==> src/rtl/sprv_pkg.sv <==
package sprv_pkg;
  localparam int unsigned TSEL_W = 2;
  typedef logic [TSEL_W-1:0] tsel_t;

  function automatic int unsigned tmo_ms(tsel_t s);
    case (s)
      2'd0:    return 1;
      2'd1:    return 20;
      2'd2:    return 140;
      default: return 1120;
    endcase
  endfunction

  function automatic int unsigned tmo_cycles(tsel_t s, int unsigned clk_khz);
    return tmo_ms(s) * clk_khz;
  endfunction
endpackage

==> src/rtl/sprv_sync.sv <==
module sprv_sync #(
  parameter int unsigned W = 2,
  parameter logic [W-1:0] RST_VAL = '0
) (
  input  logic         clk_i,
  input  logic         rst_ni,
  input  logic [W-1:0] d_i,
  output logic [W-1:0] q_o
);
  for (genvar i = 0; i < W; i++) begin : g_bit
    logic s1, s2;
    always_ff @(posedge clk_i or negedge rst_ni) begin
      if (!rst_ni) begin
        s1 <= RST_VAL[i];
        s2 <= RST_VAL[i];
      end else begin
        s1 <= d_i[i];
        s2 <= s1;
      end
    end
    assign q_o[i] = s2;
  end
endmodule

==> src/rtl/sprv_mr_filter.sv <==
module sprv_mr_filter #(
  parameter int unsigned DEB_CYC = 4
) (
  input  logic clk_i,
  input  logic rst_ni,
  input  logic mr_n_i,
  output logic act_o
);
  localparam int unsigned CW = (DEB_CYC > 2) ? $clog2(DEB_CYC) : 1;
  localparam logic [CW-1:0] LAST = CW'(DEB_CYC - 1);

  logic [CW-1:0] cnt_q;

  always_ff @(posedge clk_i or negedge rst_ni) begin
    if (!rst_ni) begin
      cnt_q <= '0;
      act_o <= 1'b0;
    end else if (mr_n_i) begin
      cnt_q <= '0;
      act_o <= 1'b0;
    end else if (!act_o) begin
      if (cnt_q == LAST) act_o <= 1'b1;
      else               cnt_q <= cnt_q + CW'(1);
    end
  end
endmodule

==> src/rtl/sprv_timer.sv <==
module sprv_timer
  import sprv_pkg::*;
#(
  parameter int unsigned CLK_KHZ = 100000,
  parameter int unsigned CNT_W   = $clog2(tmo_cycles(2'd3, CLK_KHZ) + 1)
) (
  input  logic             clk_i,
  input  logic             rst_ni,
  input  logic             src_active_i,
  input  tsel_t            tsel_i,
  output logic             rst_no,
  output logic [CNT_W-1:0] cnt_o,
  output logic             pend_o
);
  logic [CNT_W-1:0] cnt_q;
  logic             pend_q, rst_q;

  // pend_q: a source was active, so the next idle cycle loads a fresh timeout
  always_ff @(posedge clk_i or negedge rst_ni) begin
    if (!rst_ni) begin
      pend_q <= 1'b1;
      cnt_q  <= '0;
      rst_q  <= 1'b0;
    end else if (src_active_i) begin
      pend_q <= 1'b1;
      cnt_q  <= '0;
      rst_q  <= 1'b0;
    end else if (pend_q) begin
      pend_q <= 1'b0;
      cnt_q  <= CNT_W'(tmo_cycles(tsel_i, CLK_KHZ) - 1);
    end else if (cnt_q != '0) begin
      cnt_q  <= cnt_q - CNT_W'(1);
    end else begin
      rst_q  <= 1'b1;
    end
  end

  assign rst_no = rst_q;
  assign cnt_o  = cnt_q;
  assign pend_o = pend_q;
endmodule

==> src/rtl/sprv_rst_gen.sv <==
module sprv_rst_gen
  import sprv_pkg::*;
#(
  parameter int unsigned CLK_KHZ = 100000,
  parameter int unsigned DEB_US  = 1000
) (
  input  logic       clk_i,
  input  logic       rst_ni,
  input  logic       supply_ok_i,
  input  logic       mr_ni,
  input  logic [1:0] tsel_i,
  output logic       rst_no
);
  localparam int unsigned DEB_RAW = DEB_US * CLK_KHZ / 1000;
  localparam int unsigned DEB_CYC = (DEB_RAW < 2) ? 2 : DEB_RAW;
  localparam int unsigned CNT_W   = $clog2(tmo_cycles(2'd3, CLK_KHZ) + 1);

  logic [1:0]       sync_q;
  logic             sup_ok, mr_sync, mr_act, src_active, tmr_pend;
  logic [CNT_W-1:0] tmr_cnt;

  // bit1 = manual (idle high), bit0 = supply (assume bad at reset)
  sprv_sync #(.W(2), .RST_VAL(2'b10)) u_sync (
    .clk_i  (clk_i),
    .rst_ni (rst_ni),
    .d_i    ({mr_ni, supply_ok_i}),
    .q_o    (sync_q)
  );

  assign sup_ok  = sync_q[0];
  assign mr_sync = sync_q[1];

  sprv_mr_filter #(.DEB_CYC(DEB_CYC)) u_filt (
    .clk_i  (clk_i),
    .rst_ni (rst_ni),
    .mr_n_i (mr_sync),
    .act_o  (mr_act)
  );

  assign src_active = ~sup_ok | mr_act;

  sprv_timer #(.CLK_KHZ(CLK_KHZ), .CNT_W(CNT_W)) u_tmr (
    .clk_i        (clk_i),
    .rst_ni       (rst_ni),
    .src_active_i (src_active),
    .tsel_i       (tsel_t'(tsel_i)),
    .rst_no       (rst_no),
    .cnt_o        (tmr_cnt),
    .pend_o       (tmr_pend)
  );
endmodule

==> config.mk <==
export PLATFORM = sky130hd
export DESIGN_NAME = sprv_rst_gen
export DESIGN_NICKNAME = d
export VERILOG_FILES = /design/src/rtl/sprv_pkg.sv /design/src/rtl/sprv_sync.sv /design/src/rtl/sprv_mr_filter.sv /design/src/rtl/sprv_timer.sv /design/src/rtl/sprv_rst_gen.sv
export SDC_FILE = /design/constraint.sdc
export NUM_CORES = 1
export LEC_CHECK = 0
export BUFFER_PORTS_ARGS = -buffer_cell sky130_fd_sc_hd__buf_4
export CAP_MARGIN = 40
export CORE_UTILIZATION = 40
export CTS_CLUSTER_SIZE = 30
export DETAILED_ROUTE_END_ITERATION = 16
export HOLD_SLACK_MARGIN = 0.1
export PLACE_DENSITY = 0.54
export SKIP_LAST_GASP = 1
export SYNTH_ARGS = -nofsm -noshare
export SYNTH_HDL_FRONTEND = slang
export SYNTH_SLANG_ARGS = --single-unit
export TNS_END_PERCENT = 5
==> constraint.sdc <==
create_clock -name clk_i -period 4.42 [get_ports clk_i]
set_input_delay 0.442 -clock clk_i [delete_from_list [all_inputs] [get_ports clk_i]]
set_output_delay 0.442 -clock clk_i [all_outputs]
set_load 0.02 [all_outputs]
==> results.py, run 1 <==
metrics = {
    "power_and_ir_drop": {
        "power_density_nw_per_um2": 328,
        "worst_ir_drop_vdd_mv": 0.146,
        "combPwrFrac": 0.143,
        "leakagePower_uw": 0.00135,
        "switchingPower_uw": 278,
        "clockPowerShare": 0.366,
        "switching_share": 0.262,
        "p_seq_frac": 0.491,
        "p_int_uw": 782,
    },
    "yosys": {
        "synth_seq_area_share": 0.430,
        "synth_cell_type_count": 46,
        "syn_avg_cell_area_um2": 9.47,
        "yosysWarnings": 0,
        "synth-edff-count": 0,
        "syn_area_um2": 2970,
        "ys_ff_latch": 51,
        "async_flop_share": 1.00,
        "synth_fp_nets": 335,
        "synth_cells": 314,
        "synth_ff_type": "dfrtp_1",
    },
    "clock_tree": {
        "cts-root-buf": "clkbuf_8",
        "clk_pin_slew_ps": 100,
        "cts.sinks": 51,
        "numCtsBuffers": 5,
        "clockBufferDepth": 2,
        "cts_htree_levels": 2,
        "cts_setup_buffers": 0,
        "cts_tree": "built",
        "cts_resized": 0,
        "cts_hold_buf": 0,
        "insertion_delay_ps": 310,
    },
    "sta": {
        "setup_tns_ps": 0,
        "slew_viol_final": 0,
        "min_period_ps": 2970,
        "grt_setup_unrepaired": "false",
        "finClkSkew_ps": 4.49,
        "relSlewSlack": 0.529,
        "setup_viol_count_final": 0,
        "fmax_mhz": 337,
        "period_share": 0.672,
        "hold_viol": 0,
        "max_slew.worst_pin.slew_ps": 705,
        "layout_setup_ws_ps": 1450,
    },
    "placement": {
        "port_buffers": 6,
        "placed_area_um2": 3100,
        "dpl.hpwl_um": 4150,
        "gp_congestion": 0.779,
        "pre_cts_slack_ps": 1160,
    },
    "die": {
        "die_w_um": 88.2,
        "die_y_um": 88.2,
        "core_um2": 7210,
        "rows": 31,
        "ios": 7,
        "die-area_um2": 7780,
        "start_util": 0.412,
    },
    "setup_path": {
        "path_class": "primary input to flop",
        "cp-end-kind": "flop",
        "crit_chain": "buf_4 > inv_1 > ha_1 > inv_1 > mux2i_1 > xor2_1 > fa_1 > inv_1 > fa_1 > xor2_1 > and4_1 > nor3_1 > o22ai_1 > nor3b_1",
        "critPathSlowestCell": "fa_1",
        "max_stage_delay_ps": 480,
        "startpoint_type": "primary input",
        "critPathArrivalTime_ps": 3200,
        "cp_common_cell": "inv_1",
        "crit_required_ps": 4650,
        "critPathMaxFanout": 6,
        "reg2reg_setup_slack_ps": 1530,
    },
    "drt": {
        "drt_iter0_drc": 124,
        "vias": 2176,
        "vias_per_cell": 5.21,
        "first_pass_iters": 4,
        "wl_um": 6060,
        "postRouteAntennaNets": 0,
        "drc_errors": 0,
        "wire_per_inst_um": 14.5,
    },
    "global_routing": {
        "overflow": 0,
        "grtUsageTotal": 0.172,
        "grt_pass1_vias": 2094,
        "grt_pass1_wl_um": 10500,
        "grt_antenna_before_repair": 0,
        "grt_max_degree": 52,
    },
    "layout": {
        "nNetsFinal": 339,
        "final_cell_mix": "dfrtp_1 (48), nor2_1 (43), xnor2_1 (21), nand2_1 (20), xor2_1 (17)",
        "postLayoutCellArea_um2": 3240,
        "synthToLayoutAreaGrowth_pct": 8.79,
        "multiInputGateArea_um2": 1590,
        "fill_cells": 743,
        "final_common_cell": "dfrtp_1",
        "num_antenna_cells": 0,
        "seq_area_um2": 1280,
        "drive_above_1_share": 0.0846,
    },
    "job": {
        "cap_viol_max_count": 0,
    },
    "hold_path": {
        "hp-class": "primary input to async pin",
    },
    "status": {
        "status": "finished clean",
    },
}
[routing by layer]
metal,global-route usage,share of wire,vias to the layer above
li1,-,-,1095
met1,0.250,0.53,1058
met2,0.270,0.44,15
met3,0.0280,0.016,8
met4,0.0396,0.012,0
met5,0,0,-
[registers in the layout (all words and copies together), names as in the netlist]
register,flops
u_filt.act_o,1
u_tmr.rst_no,1
u_sync.g_bit.s2,2
u_tmr.pend_o,1
u_tmr.cnt_o,27
u_sync.g_bit.s1,2
u_filt.cnt_q,17
[synthesized netlist by cell type, drive strengths merged, types with 2 or more instances]
| cell | instances | area [um2] |
|---|---|---|
| ha | 13 | 163 |
| or3 | 7 | 48.8 |
| nand2b | 4 | 25.0 |
| inv | 16 | 60.1 |
| buf | 4 | 26.3 |
| and3 | 2 | 12.5 |
| nor4 | 8 | 50.1 |
| xor2 | 17 | 149 |
| dfstp | 3 | 78.8 |
| nor4bb | 3 | 30.0 |
| xnor2 | 22 | 200 |
| and4 | 4 | 35.0 |
| nand3 | 5 | 25.0 |
| a21boi | 5 | 37.5 |
| nor3 | 13 | 65.1 |
| o21ai | 7 | 35.0 |
| dfrtp | 48 | 1200 |
| or4 | 6 | 52.6 |
| and2 | 5 | 31.3 |
| o31a | 2 | 20.0 |
| clkbuf | 6 | 22.5 |
| fa | 2 | 40.0 |
| nand2 | 20 | 75.1 |
| nor3b | 2 | 15.0 |
| a21oi | 15 | 75.1 |
| nor2 | 43 | 161 |
| nand4 | 5 | 31.3 |
| mux2i | 2 | 20.0 |
| a31oi | 2 | 12.5 |
| a211oi | 12 | 95.1 |
[power groups by stage]
stage	sequential, uW	combinational, uW	clock (uW)
6_report	520	152	388
5_1_grt	525	172	421
4_1_cts	521	153	399
2_1_floorplan	518	119	0
3_5_place_dp	530	152	0
3_3_place_gp	529	151	0
[final timing paths]
kind / startpoint / to / cells past startpoint
max: tsel_i[1] / u_tmr.cnt_o[15] / 14
min: rst_ni / u_tmr.cnt_o[11] / 1
min reg2reg: u_sync.g_bit[0].s1 / u_sync.g_bit[0].s2 / 0
min in group clk_i: mr_ni / u_sync.g_bit[1].s1 / 1
max in group asynchronous: rst_ni / u_tmr.cnt_o[5] / 1
max reg2reg: u_tmr.cnt_o[6] / u_tmr.cnt_o[13] / 6
[worst max-delay path: cells and delay by family]
kind,cells,cell delay (ps)
multiplexers,1,170
AO/OA/AOI/OAI,1,110
buffers and inverters,4,390
AND/OR/NAND/NOR,3,660
adder cells (fa/ha/maj),3,1170
XOR/XNOR,2,260
[metrics by stage]
step           utilization  total power, uW  instances  hold WS [ps]
3_5_place_dp         0.430              682        410           337
6_report             0.448             1060        418           150
2_1_floorplan            -              637        314           146
5_1_grt              0.448             1120        418           214
4_1_cts              0.448             1070        418           187
3_3_place_gp         0.429              680        409           335
[cell type report]
type                            instances  area share
Clock inverter                          3      0.0209
Timing Repair Buffer                    7      0.0155
Tap cell                               99      0.0383
Inverter                               16      0.0186
Clock buffer                            5      0.0213
Multi-Input combinational cell        237       0.490
Sequential cell                        51       0.396
[kinds of logic after synthesis]
logic type / Yosys count / share of synthesized area
buf+inv: 26 / 0.0366
simple gates: 131 / 0.231
fa+ha+maj: 15 / 0.0682
flops: 51 / 0.430
compound gates: 49 / 0.108
mux: 2 / 0.00673
xor+xnor: 39 / 0.117
other cells: 1 / 0.00126
Note: power is estimated with default switching activity, not from simulation.
==> run 2, diff against run 1 <==
==> constraint.sdc (replaced) <==
create_clock -name clk_i -period 2.8 [get_ports clk_i]
set_input_delay 0.28 -clock clk_i [delete_from_list [all_inputs] [get_ports clk_i]]
set_output_delay 0.28 -clock clk_i [all_outputs]
set_load 0.02 [all_outputs]
==> run 2 against run 1 <==
  * Worst hold slack gained 130 ps
  * Setup slack got worse by 1300 ps
  * Utilization is 2.9 points higher
  * First-iteration DRC count fell by 40%
  * Count of clock-buffer cells in the layout unchanged
  * Clock power increased by 56%
  * Wire length up 1.6%
  * Non-clock buffer count is 25 higher
  * Register-to-register slack lost 1300 ps
  * Sequential power grew 57%
  * Die area stayed put
  * Cell area rose by 6.4%
  * Critical endpoint unchanged
  * Largest cell class unchanged
  * Highest routed layer unchanged
==> results.py, run 2 (synthesized netlist as in run 1, its figures left out) <==
metrics = {
    "die": {
        "die-area_um2": 7780,
        "die_w_um": 88.2,
        "start_util": 0.412,
        "die_y_um": 88.2,
        "core_um2": 7210,
        "rows": 31,
        "ios": 7,
    },
    "sta": {
        "fmax_mhz": 383,
        "min_period_ps": 2610,
        "period_share": 0.933,
        "setup_viol_count_final": 0,
        "setup_tns_ps": 0,
        "slew_viol_final": 0,
        "grt_setup_unrepaired": "true",
        "hold_viol": 0,
        "relSlewSlack": 0.513,
        "hold-worst-slack_ps": 281,
        "finClkSkew_ps": 3.71,
        "max_slew.worst_pin.slew_ps": 730,
    },
    "power_and_ir_drop": {
        "leakagePower_uw": 0.00147,
        "worst_ir_drop_vdd_mv": 0.247,
        "power_density_nw_per_um2": 495,
    },
    "clock_tree": {
        "cts_htree_levels": 2,
        "cts_tree": "built",
        "cts.sinks": 51,
        "clk_pin_slew_ps": 90,
        "insertion_delay_ps": 300,
        "cts-root-buf": "clkbuf_8",
        "clockBufferDepth": 2,
        "numCtsBuffers": 5,
    },
    "placement": {
        "dpl.hpwl_um": 4380,
        "port_buffers": 6,
        "gp_congestion": 0.807,
    },
    "drt": {
        "drc_errors": 0,
        "vias_per_cell": 5.13,
        "vias": 2271,
        "drt_iter0_drc": 75,
        "first_pass_iters": 4,
        "postRouteAntennaNets": 0,
        "wire_per_inst_um": 13.9,
        "wl_um": 6160,
    },
    "setup_path": {
        "crit_required_ps": 3030,
        "cp-end-kind": "flop",
        "reg2reg_setup_slack_ps": 240,
        "cp_top_family": "adder cells",
        "crit_chain": "buf_4 > ha_1 > inv_1 > mux2i_1 > xor2_1 > fa_1 > inv_1 > fa_1 > xor2_1 > and4_1 > nor3_2 > o31ai_1 > nor3b_2",
        "r2r-end": "u_tmr.cnt_o[25]",
        "critPathSlowestCell": "fa_1",
        "crit_buf_inv": 3,
        "r2r_start": "u_tmr.cnt_o[10]",
        "path_class": "primary input to flop",
        "max_stage_delay_ps": 480,
        "r2r_cells": 6,
        "critPathArrivalTime_ps": 2840,
        "startpoint_type": "primary input",
        "critPathMaxFanout": 4,
    },
    "global_routing": {
        "grt_pass1_wl_um": 10700,
        "grt_max_degree": 52,
        "overflow": 0,
        "grt_pass1_vias": 2208,
        "grt_antenna_before_repair": 0,
        "grtUsageTotal": 0.176,
    },
    "layout": {
        "nNetsFinal": 364,
        "final_common_cell": "dfrtp_1",
        "drive_above_1_share": 0.148,
        "largest_reg_flops": 27,
        "synthToLayoutAreaGrowth_pct": 15.8,
        "final_cell_mix": "dfrtp_1 (48), nor2_1 (43), buf_4 (29), xnor2_1 (21), nand2_1 (20)",
        "num_antenna_cells": 0,
    },
    "hold_path": {
        "hold_end": "u_tmr.cnt_o[16]",
        "whs_path_depth": 3,
        "hp-class": "primary input to flop",
        "hold_start": "tsel_i[0]",
    },
    "status": {
        "status": "finished clean",
    },
    "job": {
        "cap_viol_max_count": 0,
    },
}
## run 2: layer usage
layer	share of wire	global-route usage
met1	0.52	0.256
met2	0.45	0.271
met3	0.019	0.0261
met4	0.014	0.0513
met5	0	0
## run 2: worst max-delay path by stage
stage | startpoint | endpoint | slack, ps | cells past startpoint
after floorplan | tsel_i[0] | u_tmr.cnt_o[15] | 2 | 13
after global placement | tsel_i[0] | u_tmr.cnt_o[15] | -100 | 13
after detailed placement | tsel_i[0] | u_tmr.cnt_o[15] | -170 | 13
after CTS | tsel_i[0] | u_tmr.cnt_o[15] | 150 | 13
after global routing | tsel_i[0] | u_tmr.cnt_o[12] | -20 | 13
final | tsel_i[0] | u_tmr.cnt_o[15] | 190 | 13
## run 2: per-stage QoR
step / utilization / cell area (um2) / instances / total power, uW / setup slack [ps]
after global placement: 0.452 / 3260 / 431 / 1100 / -95.7
after CTS: 0.475 / 3430 / 442 / 1720 / 147
final: 0.477 / 3440 / 443 / 1700 / 189
after detailed placement: 0.452 / 3260 / 431 / 1100 / -171
after global routing: 0.477 / 3440 / 443 / 1790 / -17.3
after floorplan: - / 2970 / 314 / 1010 / 1.53
## run 2: tightest hold or removal path, stage by stage
cell and delay, ps:
buf_4 100, buf_4 110, a211oi_1 60
## run 2: power by group
part | internal, uW | switching [uW] | total, uW
Clock | 356 | 250 | 607
Sequential | 775 | 40.9 | 816
Combinational | 132 | 150 | 282
## run 2: repair_timing
action / CTS / global route
endpoints found under the hold margin: 50 / 0
setup buffers: 0 / 1
gates resized for setup: 0 / 2
hold buffers: 3 / 0
setup endpoints to repair: 0 / 2
## run 2: final cells by class
cell class	count	area, um2
Clock inverter	3	67.6
Sequential cell	51	1280
Tap cell	99	124
Inverter	16	60.1
Multi-Input combinational cell	237	1600
Fill cell	724	3770
Timing Repair Buffer	32	248
Clock buffer	5	68.8
==> run 3, diff against run 2 <==
==> constraint.sdc (replaced) <==
create_clock -name clk_i -period 2.83 [get_ports clk_i]
set_input_delay 0.283 -clock clk_i [delete_from_list [all_inputs] [get_ports clk_i]]
set_output_delay 0.283 -clock clk_i [all_outputs]
set_load 0.02 [all_outputs]
==> run 3 against run 2 <==
  * Wire length rose by 1.4%
  * Count of clock-buffer cells in the layout is the same
  * Non-clock buffer count stayed put
  * Flip-flop and latch count did not move
  * Global-route usage about the same
  * Clock power is 26% lower
  * Setup slack better by 42 ps
  * Cell area fell by 1.3%
  * Critical path depth increased by 1
  * Clock skew increased by 11 ps
  * Register-to-register slack better by 70 ps
  * Critical path type unchanged
  * Largest power group unchanged
==> results.py, run 3 (synthesized netlist as in run 1, its figures left out) <==
metrics = {
    "clock_tree": {
        "clockBufferDepth": 2,
        "clk_pin_slew_ps": 100,
        "insertion_delay_ps": 310,
        "cts.sinks": 51,
        "cts_htree_levels": 2,
        "cts-root-buf": "clkbuf_8",
        "cts_tree": "built",
        "numCtsBuffers": 5,
    },
    "layout": {
        "nNetsFinal": 364,
        "final_cell_mix": "dfrtp_1 (48), nor2_1 (43), buf_4 (29), xnor2_1 (21), nand2_1 (20)",
        "drive_above_1_share": 0.151,
        "num_antenna_cells": 0,
        "largest_reg_flops": 27,
        "postLayoutCoreUtil": 0.471,
        "finalNonFillerCells": 443,
        "synthToLayoutAreaGrowth_pct": 14.3,
        "final_common_cell": "dfrtp_1",
    },
    "sta": {
        "period_share": 0.918,
        "hold-worst-slack_ps": 286,
        "hold_viol": 0,
        "slew_viol_final": 0,
        "fmax_mhz": 385,
        "layout_setup_ws_ps": 231,
        "relSlewSlack": 0.525,
        "min_period_ps": 2600,
        "finClkSkew_ps": 15.1,
        "setup_viol_count_final": 0,
        "max_slew.worst_pin.slew_ps": 711,
    },
    "drt": {
        "postRouteAntennaNets": 0,
        "wl_um": 6240,
        "drc_errors": 0,
        "drt_iter0_drc": 92,
        "vias": 2272,
        "first_pass_iters": 4,
        "vias_per_cell": 5.13,
        "wire_per_inst_um": 14.1,
    },
    "setup_path": {
        "critPathArrivalTime_ps": 2830,
        "cp-end-kind": "flop",
        "crit_buf_inv": 4,
        "critPathMaxFanout": 4,
        "critPathSlowestCell": "fa_1",
        "cp_common_cell": "inv_1",
        "startpoint_type": "primary input",
        "crit_required_ps": 3060,
        "cp_top_family": "adder cells",
        "path_class": "primary input to flop",
        "crit_chain": "buf_4 > inv_1 > ha_1 > inv_1 > mux2i_1 > xor2_1 > fa_1 > inv_1 > fa_1 > xor2_1 > and4_1 > nor3_1 > o31ai_1 > nor3b_2",
        "max_stage_delay_ps": 480,
    },
    "power_and_ir_drop": {
        "p_int_uw": 1080,
        "total_power_uw": 1530,
        "switchingPower_uw": 452,
        "worst_ir_drop_vdd_mv": 0.174,
        "combPwrFrac": 0.181,
        "p_seq_frac": 0.527,
        "leakagePower_uw": 0.00145,
        "clockPowerShare": 0.292,
        "switching_share": 0.295,
        "power_density_nw_per_um2": 451,
    },
    "die": {
        "die_y_um": 88.2,
        "ios": 7,
        "start_util": 0.412,
        "core_um2": 7210,
        "die_w_um": 88.2,
        "rows": 31,
        "die-area_um2": 7780,
    },
    "placement": {
        "port_buffers": 6,
        "gp_congestion": 0.789,
        "dpl.hpwl_um": 4410,
        "pre_cts_slack_ps": -155,
        "dp_cells": 431,
    },
    "job": {
        "cap_viol_max_count": 0,
    },
    "global_routing": {
        "overflow": 0,
        "grtUsageTotal": 0.175,
        "gr-max-usage-layer": "met2",
        "grt_max_degree": 52,
        "grt_pass1_vias": 2150,
        "groute.layer.met2.usage": 0.275,
        "grt_pass1_wl_um": 10500,
        "grt_use_met3": 0.0252,
        "grt_use_met1": 0.257,
        "grt_antenna_before_repair": 0,
    },
    "status": {
        "status": "finished clean",
    },
    "hold_path": {
        "hp-class": "primary input to flop",
    },
}
run 3: cell types whose count changed in the layout (fill, tap and decap cells not counted), sizes merged:
cell | previous run | this run
bufinv | 2 | 0
clkinv | 0 | 1
clkinvlp | 1 | 0
inv | 16 | 18
run 3: power groups by stage:
stage	Combinational [uW]	Sequential [uW]	Clock, uW
2_1_floorplan	186	809	0
3_3_place_gp	268	820	0
3_5_place_dp	270	821	0
4_1_cts	276	807	471
5_1_grt	315	814	500
6_report	277	808	447
run 3: layout make-up:
cell class | count | area, um2
clock buffers | 5 | 68.8
repair buffers | 32 | 248
clock inverters | 3 | 26.3
inverters | 16 | 60.1
fillers | 727 | 3810
flip-flops and latches | 51 | 1280
well taps | 99 | 124
multi-input cells | 237 | 1590
run 3: worst paths after layout:
| check | start | end | slack (ps) | cells past startpoint |
|---|---|---|---|---|
| worst max register to register | u_tmr.cnt_o[10] | u_tmr.cnt_o[25] | 310 | 6 |
| worst max-delay path | tsel_i[1] | u_tmr.cnt_o[15] | 230 | 14 |
| worst min register to register | u_sync.g_bit[0].s1 | u_sync.g_bit[0].s2 | 360 | 0 |
| worst min-delay path | tsel_i[0] | u_tmr.cnt_o[16] | 290 | 3 |
| max in group asynchronous | rst_ni | u_filt.cnt_q[3] | 1840 | 2 |
| min in group asynchronous | rst_ni | u_tmr.cnt_o[13] | 540 | 2 |
run 3: worst register-to-register path, cell delays in order (launching register included):
cell and delay, ps:
dfrtp_1 450, or4_4 580, or3_4 390, nor4_1 320, or2_2 320, a21oi_1 140, a21boi_0 160
run 3: repair_timing:
item | in CTS | in global routing
setup endpoints to repair | 0 | 1
setup buffers | 0 | 1
resized for setup | 0 | 3
hold endpoints to repair | 50 | 0
hold buffers | 3 | 0
run 3: stage by stage:
| step | TNS [ps] | area, um2 |
|---|---|---|
| 3_5_place_dp | -229 | 3260 |
| 6_report | 0 | 3400 |
| 2_1_floorplan | 0 | 2970 |
| 5_1_grt | -5.57 | 3400 |
| 4_1_cts | 0 | 3380 |
| 3_3_place_gp | -82.0 | 3260 |
run 3: routing by layer:
metal / share of wire / wire [um]
met2: 0.44 / 2780
met3: 0.022 / 139
met4: 0.0077 / 48
met1: 0.53 / 3280
met5: 0 / 0
